## config.mk

```make
export PLATFORM = sky130hd
export DESIGN_NAME = frameport
export DESIGN_NICKNAME = d
export VERILOG_FILES = /design/src/rtl/frameport_pkg.sv /design/src/rtl/frameport_rate.sv /design/src/rtl/frameport_rxfilt.sv /design/src/rtl/frameport_tx.sv /design/src/rtl/frameport_rx.sv /design/src/rtl/frameport.sv
export SDC_FILE = /design/constraint.sdc
export NUM_CORES = 1
export LEC_CHECK = 0
export ABC_AREA = 1
export CAP_MARGIN = 0
export CORE_MARGIN = 1.5
export CORE_UTILIZATION = 51
export DETAILED_ROUTE_END_ITERATION = 6
export GPL_TIMING_DRIVEN = 0
export PLACE_DENSITY = 0.76
export SETUP_SLACK_MARGIN = 0.3
export SYNTH_ARGS = -nofsm -noshare
export SYNTH_HDL_FRONTEND = slang
export SYNTH_SLANG_ARGS = --single-unit
```

## constraint.sdc

```tcl
create_clock -name clk -period 2.2 [get_ports clk]
set_input_delay 0.33 -clock clk [delete_from_list [all_inputs] [get_ports clk]]
set_output_delay 0.33 -clock clk [all_outputs]
set_load 0.02 [all_outputs]
```

## src/rtl/frameport_pkg.sv

```systemverilog
package frameport_pkg;
  localparam int DIV_W    = 15;
  localparam int TX_W     = 16;
  localparam int RX_W     = 10;
  localparam int STABLE_N = 3;

  typedef enum logic {
    RXLEN_SHORT = 1'b0,
    RXLEN_LONG  = 1'b1
  } rxlen_e;
endpackage

```

## src/rtl/frameport_rate.sv

```systemverilog
module frameport_rate #(
  parameter int W = 15
) (
  input  logic         clk,
  input  logic         rst_n,
  input  logic         restart,
  input  logic         half,
  input  logic         run,
  input  logic [W-1:0] div,
  output logic         tick
);
  logic [W-1:0] cnt_q, cnt_d;

  assign tick = run & ~restart & (cnt_q == '0);

  always_comb begin
    cnt_d = cnt_q;
    if (restart) begin
      cnt_d = half ? (div >> 1) : div;
    end else if (run) begin
      if (cnt_q == '0) cnt_d = div;
      else             cnt_d = cnt_q - 1'b1;
    end
  end

  always_ff @(posedge clk or negedge rst_n) begin
    if (!rst_n) cnt_q <= '0;
    else        cnt_q <= cnt_d;
  end


  count_down_chk: assert property (@(posedge clk) disable iff (!rst_n)
    (run && !restart && cnt_q != '0) |=> (cnt_q == $past(cnt_q) - 1'b1));
endmodule

```

## src/rtl/frameport_rxfilt.sv

```systemverilog
module frameport_rxfilt #(
  parameter int STABLE_N = 3
) (
  input  logic clk,
  input  logic rst_n,
  input  logic rxd,
  output logic flt,
  output logic fall
);
  localparam int RUN_W = (STABLE_N > 2) ? $clog2(STABLE_N) : 1;

  logic             s1_q, s2_q, flt_q, prev_q;
  logic             s1_d, s2_d, flt_d, prev_d;
  logic [RUN_W-1:0] run_q, run_d;

  always_comb begin
    s1_d   = rxd;
    s2_d   = s1_q;
    prev_d = flt_q;
    flt_d  = flt_q;
    run_d  = '0;
    if (s2_q != flt_q) begin
      if (run_q == RUN_W'(STABLE_N - 1)) flt_d = s2_q;
      else                               run_d = run_q + 1'b1;
    end
  end

  always_ff @(posedge clk or negedge rst_n) begin
    if (!rst_n) begin
      s1_q   <= 1'b1;
      s2_q   <= 1'b1;
      flt_q  <= 1'b1;
      prev_q <= 1'b1;
      run_q  <= '0;
    end else begin
      s1_q   <= s1_d;
      s2_q   <= s2_d;
      flt_q  <= flt_d;
      prev_q <= prev_d;
      run_q  <= run_d;
    end
  end

  assign flt  = flt_q;
  assign fall = prev_q & ~flt_q;


  glitch_reject_chk: assert property (@(posedge clk) disable iff (!rst_n)
    $fell(flt_q) |-> (!$past(s2_q) && !$past(s2_q, 2) && !$past(s2_q, 3)));
endmodule

```

## src/rtl/frameport_tx.sv

```systemverilog
module frameport_tx #(
  parameter int TX_W  = 16,
  parameter int DIV_W = 15
) (
  input  logic             clk,
  input  logic             rst_n,
  input  logic [DIV_W-1:0] div,
  input  logic             we,
  input  logic [TX_W-1:0]  wdata,
  output logic             txd,
  output logic             busy,
  output logic             rej
);
  logic [TX_W-1:0] sh_q, sh_d;
  logic            out_q, out_d;
  logic            rej_q, rej_d;
  logic            load, tick;

  assign busy = |sh_q;
  assign load = we & ~busy;

  frameport_rate #(.W(DIV_W)) u_rate (
    .clk     (clk),
    .rst_n   (rst_n),
    .restart (load),
    .half    (1'b0),
    .run     (busy),
    .div     (div),
    .tick    (tick)
  );

  always_comb begin
    sh_d  = sh_q;
    out_d = out_q;
    rej_d = we & busy;
    if (load) begin
      sh_d = wdata;
    end else if (tick) begin
      out_d = sh_q[0];
      sh_d  = sh_q >> 1;
    end
  end

  always_ff @(posedge clk or negedge rst_n) begin
    if (!rst_n) begin
      sh_q  <= '0;
      out_q <= 1'b1;
      rej_q <= 1'b0;
    end else begin
      sh_q  <= sh_d;
      out_q <= out_d;
      rej_q <= rej_d;
    end
  end

  assign txd = out_q;
  assign rej = rej_q;


  idle_line_chk: assert property (@(posedge clk) disable iff (!rst_n)
    !busy |=> $stable(out_q));

  start_by_write_chk: assert property (@(posedge clk) disable iff (!rst_n)
    $rose(busy) |-> $past(we));

  reject_keeps_frame_chk: assert property (@(posedge clk) disable iff (!rst_n)
    (we && busy && !tick) |=> (sh_q == $past(sh_q)));
endmodule

```

## src/rtl/frameport_rx.sv

```systemverilog
module frameport_rx #(
  parameter int RX_W  = 10,
  parameter int DIV_W = 15
) (
  input  logic             clk,
  input  logic             rst_n,
  input  logic [DIV_W-1:0] div,
  input  logic             len_long,
  input  logic             flt,
  input  logic             fall,
  output logic [RX_W-1:0]  data,
  output logic             done,
  output logic             armed
);
  logic [RX_W-1:0] sh_q, sh_d, lane_in;
  logic            hb_q, hb_d;
  logic            armed_q, armed_d;
  logic            done_q, done_d;
  logic            start, tick;

  assign start = fall & armed_q;

  frameport_rate #(.W(DIV_W)) u_rate (
    .clk     (clk),
    .rst_n   (rst_n),
    .restart (start),
    .half    (1'b1),
    .run     (~armed_q),
    .div     (div),
    .tick    (tick)
  );

  for (genvar i = 0; i < RX_W; i++) begin : g_lane
    if (i == RX_W - 1) begin : g_top
      assign lane_in[i] = len_long ? flt : 1'b1;
    end else if (i == RX_W - 2) begin : g_short_top
      assign lane_in[i] = len_long ? sh_q[i+1] : flt;
    end else begin : g_mid
      assign lane_in[i] = sh_q[i+1];
    end
  end

  always_comb begin
    sh_d    = sh_q;
    hb_d    = hb_q;
    armed_d = armed_q;
    done_d  = 1'b0;
    if (start) begin
      sh_d    = '1;
      hb_d    = 1'b1;
      armed_d = 1'b0;
    end else if (tick) begin
      sh_d = lane_in;
      hb_d = sh_q[0];
      if (!sh_q[0]) begin
        armed_d = 1'b1;
        done_d  = 1'b1;
      end
    end
  end

  always_ff @(posedge clk or negedge rst_n) begin
    if (!rst_n) begin
      sh_q    <= '0;
      hb_q    <= 1'b1;
      armed_q <= 1'b1;
      done_q  <= 1'b0;
    end else begin
      sh_q    <= sh_d;
      hb_q    <= hb_d;
      armed_q <= armed_d;
      done_q  <= done_d;
    end
  end

  assign data  = len_long ? sh_q : {1'b0, sh_q[RX_W-2:0]};
  assign done  = done_q;
  assign armed = armed_q;


  done_single_chk: assert property (@(posedge clk) disable iff (!rst_n)
    done_q |=> !done_q);

  done_rearm_chk: assert property (@(posedge clk) disable iff (!rst_n)
    done_q |-> (armed_q && !hb_q));

  hold_word_chk: assert property (@(posedge clk) disable iff (!rst_n)
    (armed_q && $past(armed_q) && !$past(start)) |-> $stable(sh_q));
endmodule

```

## src/rtl/frameport.sv

```systemverilog
module frameport
  import frameport_pkg::*;
#(
  parameter int DIV_BITS = DIV_W,
  parameter int TX_BITS  = TX_W,
  parameter int RX_BITS  = RX_W,
  parameter int STABLE   = STABLE_N
) (
  input  logic                clk,
  input  logic                rst_n,
  input  logic                div_we,
  input  logic [DIV_BITS-1:0] div_wdata,
  input  logic                rx_len10,
  input  logic                tx_we,
  input  logic [TX_BITS-1:0]  tx_wdata,
  output logic                txd,
  output logic                tx_busy,
  output logic                tx_rej,
  input  logic                rxd,
  output logic [RX_BITS-1:0]  rx_data,
  output logic                rx_done,
  output logic                rx_armed
);
  logic [1:0]          rst_pipe_q;
  logic                rst_n_s;
  logic [DIV_BITS-1:0] div_q, div_d;
  logic                flt, fall;
  rxlen_e              len_sel;

  always_ff @(posedge clk or negedge rst_n) begin
    if (!rst_n) rst_pipe_q <= '0;
    else        rst_pipe_q <= {rst_pipe_q[0], 1'b1};
  end
  assign rst_n_s = rst_pipe_q[1];

  always_comb begin
    div_d = div_q;
    if (div_we) div_d = div_wdata;
  end

  always_ff @(posedge clk or negedge rst_n_s) begin
    if (!rst_n_s) div_q <= '0;
    else          div_q <= div_d;
  end

  assign len_sel = rx_len10 ? RXLEN_LONG : RXLEN_SHORT;

  frameport_tx #(.TX_W(TX_BITS), .DIV_W(DIV_BITS)) u_tx (
    .clk   (clk),
    .rst_n (rst_n_s),
    .div   (div_q),
    .we    (tx_we),
    .wdata (tx_wdata),
    .txd   (txd),
    .busy  (tx_busy),
    .rej   (tx_rej)
  );

  frameport_rxfilt #(.STABLE_N(STABLE)) u_filt (
    .clk   (clk),
    .rst_n (rst_n_s),
    .rxd   (rxd),
    .flt   (flt),
    .fall  (fall)
  );

  frameport_rx #(.RX_W(RX_BITS), .DIV_W(DIV_BITS)) u_rx (
    .clk      (clk),
    .rst_n    (rst_n_s),
    .div      (div_q),
    .len_long (len_sel == RXLEN_LONG),
    .flt      (flt),
    .fall     (fall),
    .data     (rx_data),
    .done     (rx_done),
    .armed    (rx_armed)
  );


  reset_idle_chk: assert property (@(posedge clk) disable iff (!rst_n_s)
    $rose(rst_n_s) |-> (txd && !tx_busy && rx_armed));
endmodule

```

==> results.cfg <==
[drt]
drtIter0Drc = 228
postRouteAntennaNets = 0
vias = 4262
topRoutingLayerUsed = met4
met3WireLength_um = 530
routed_wl_um = 10990
wire_per_inst_um = 13.34
drc = 0
wl_met2_um = 5456
vias_per_cell = 5.172
detail_route.first_pass.iterations = 5
wl_met1_um = 4792

[run]
maxCapViolCount = 0

[critical_path]
crit_required_ns = 1.87
path_class = flop to primary output
start_kind = flop
cp_max_fo = 4
r2r-start = u_filt.flt
crit_arrival_ns = 1.49
worst_setup_path_end_kind = primary output
worst_path_largest_cell_delay_ns = 0.41
reg2reg_depth = 6
crit_path_cell_trace = nor2_1, nand3_1, nor2_4, nand2_2, buf_2
r2r_slack_ns = 0.40
crit_slowest_cell = dfrtp_1
reg2reg_to = u_rx.sh_q[8]

[final_layout]
area_growth_pct = 19.83
drive_gt1_share_pct = 14.11
multi_input_area_sq_um = 2220
utilization_pct = 64.18
final.fill_count = 794
nNetsFinal = 752
antennaDiodeCount = 0
seq_area_sq_um = 2088

[clock_tree]
cts_tree = done
clk_latency_ns = 0.36
cts-hold-fix-buffers = 0
cts_sinks = 83
cts_max_path_buffers = 2
cts-buffers-inserted = 9
root_buffer = clkbuf_8
htreeDepth = 3
path_clk_slew_ns = 0.08

[timing]
rsz0062_at_grt = yes
max_clock_freq_ghz = 0.5480
finalSetupViolCount = 0
fin_crit_sh_pct = 82.95
hold_viol = 0
fin_setup_tns_ns = 0
final.min_clock_period_ns = 1.825
slew_viol_final = 0
finalClockSkew_ns = 0.01550

[yosys]
ys_warn_count = 0
synth_top_family_by_area = simple AND/OR/NAND/NOR gates
ys_seq_elements = 83
ys_types = 37
synthAdderAreaFrac_pct = 1.056
synth_compound_area_share_pct = 8.765
yosys.area.top_type = dfrtp_1
avgSynthCellArea_sq_um = 7.337
ys_seq_area_share_pct = 43.98
synthSimpleGateAreaFrac_pct = 34.69
synthCells = 646
synth_xor_area_share_pct = 1.478
postSynthNetCount = 687
synth_top_area_share_pct = 40.65
yosys-top-cells-area = dfrtp_1, nand2_1, inv_1
synth_area_sq_um = 4740
synth_mux_area_share_pct = 0

[pwr]
pwr-share-seq_pct = 52.1
clockPowerShare_pct = 32.9
p_int_mw = 2.503
p_per_area_nw_per_um2 = 624.5
total_power_mw = 3.547
leakage_nw = 2.762
power_frac_comb_pct = 15.1
p_switching_mw = 1.044
ir_drop_mv = 0.3248
netSwitchingFraction_pct = 29.43

[global_route]
antenna_found_initial = 0
grt_max_degree = 72
grt_first_pass_wirelength_um = 19060
first_global_vias = 4222
track_usage_pct = 24.18
overflow = 0

[status]
status = finished clean

[floorplanning]
start_util_pct = 53.56
die_y_um = 99.40
rows = 34
core_sq_um = 8848
die_x_um = 99.40
ios = 52
dieArea_sq_um = 9880

[worst_hold_path]
min_path_type = input port to asynchronous set/reset pin

[placed_design]
io_buffers = 50
place_congestion = 0.9057
dp_hpwl_um = 8127
-- per-layer routing --
| metal | up-vias | global-route usage (%) |
|---|---|---|
| li1 | 2143 | - |
| met1 | 1989 | 31.21 |
| met2 | 110 | 41.41 |
| met3 | 20 | 4.076 |
| met4 | 0 | 8.126 |
| met5 | - | 0 |
-- cell type report --
| class | instances | area share (%) |
|---|---|---|
| plain buffers | 25 | 3.415 |
| repair buffers | 54 | 9.694 |
| clock inverters | 5 | 1.035 |
| multi-input cells | 464 | 39.08 |
| well taps | 108 | 2.379 |
| inverters | 74 | 4.957 |
| flip-flops and latches | 83 | 36.77 |
| clock buffers | 11 | 2.666 |
-- critical path: cells and delay by family (launching register included) --
kind,cells,cell delay (ns)
buf+inv,1,0.18
simple gates,4,0.55
flops,1,0.41
-- cell usage after synthesis --
cell / instances
dfrtp_1: 77
xnor2_1: 4
o21ai_1: 6
buf_6: 3
buf_2: 6
nand2_2: 11
inv_1: 71
buf_4: 10
o211ai_1: 1
nor3_1: 4
nand3b_4: 1
nor2_1: 50
nand4_1: 7
a21oi_1: 13
nor2_2: 8
o21ai_2: 12
xor2_1: 4
buf_12: 2
and2_1: 1
nand3_4: 1
nand2_1: 237
dfstp_2: 6
o21a_1: 2
nand2_4: 1
and2_4: 1
conb_1: 1
nand3_1: 52
nand2_8: 1
nor2_4: 2
nand3_2: 1
inv_2: 2
o21ai_0: 37
ha_1: 4
clkbuf_1: 4
clkinv_1: 1
nand3b_1: 1
o21bai_1: 1
-- cells in the final DEF (no fill, tap or decap), types with 2 or more instances in the layout --
master and count:
nand3_2 2, o21ai_2 12, o21ai_1 6, buf_2 7, inv_2 4, nor2_4 3
nor3_1 3, dfstp_2 6, nor2_2 9, dlymetal6s2s_1 2, a21oi_1 13, nand3_1 51
clkdlybuf4s50_1 47, o21ai_0 37, nand2_2 14, xor2_1 4, nand4_1 7, dfrtp_1 76
clkbuf_8 11, nand2_1 234, clkinvlp_4 3, o21a_1 2, ha_1 3, buf_12 2
inv_1 69, clkbuf_1 4, buf_6 3, xnor2_1 4, nor2_1 48, buf_4 13
-- cell families after synthesis --
family | after synthesis
buffers and inverters | 99
and+or+nand+nor | 379
DFF | 83
xor gates and xnor gates | 8
AOI/OAI and AO/OA | 72
other | 1
adders and majority gates | 4
-- worst max path at each step --
| stage | from | to | slack [ns] |
|---|---|---|---|
| final | u_tx.sh_q[1] | tx_busy | 0.38 |
| after global routing | u_rx.u_rate.cnt_q[1] | u_rx.sh_q[8] | 0.26 |
| after CTS | rx_len10 | rx_data[9] | 0.30 |
| after detailed placement | rx_len10 | rx_data[9] | 0.31 |
| after global placement | rst_pipe_q[1] | u_rx.sh_q[4] | 0.27 |
| after floorplan | u_rx.u_rate.cnt_q[0] | u_rx.sh_q[9] | 0.68 |
-- sequential cells by signal, summed over array words and instances (netlist names), 2 cells and up --
| name | count |
|---|---|
| rst_pipe_q | 2 |
| u_tx.u_rate.cnt_q | 15 |
| div_q | 15 |
| u_rx.sh_q | 10 |
| u_tx.sh_q | 16 |
| u_rx.u_rate.cnt_q | 15 |
| u_filt.run_q | 2 |
-- repair_timing --
| item | CTS | global route |
|---|---|---|
| setup buffers | 0 | 3 |
| gates cloned | 0 | 0 |
| endpoints found under the hold margin | 0 | 0 |
| resized for setup | 5 | 14 |
| endpoints found under the setup margin | 1 | 24 |
| pin swaps | 0 | 3 |
-- power groups by stage --
stage	clock network, mW	logic (mW)	registers [mW]
floorplan	0	0.353	1.85
global placement	0	0.482	1.89
detailed placement	0	0.532	1.87
CTS	1.18	0.535	1.84
global route	1.26	0.619	1.87
finish	1.17	0.534	1.85
-- stage by stage --
stage	hold WS [ns]	worst slack (ns)	area, sq um	instances
2_1_floorplan	0.03441	0.6849	4741	646
3_3_place_gp	0.3357	0.2734	5376	804
3_5_place_dp	0.1697	0.3070	5406	805
4_1_cts	0.1218	0.3023	5617	821
5_1_grt	0.1309	0.2582	5679	824
6_report	0.1263	0.3752	5679	824
Power figures use the tool's default switching activity.
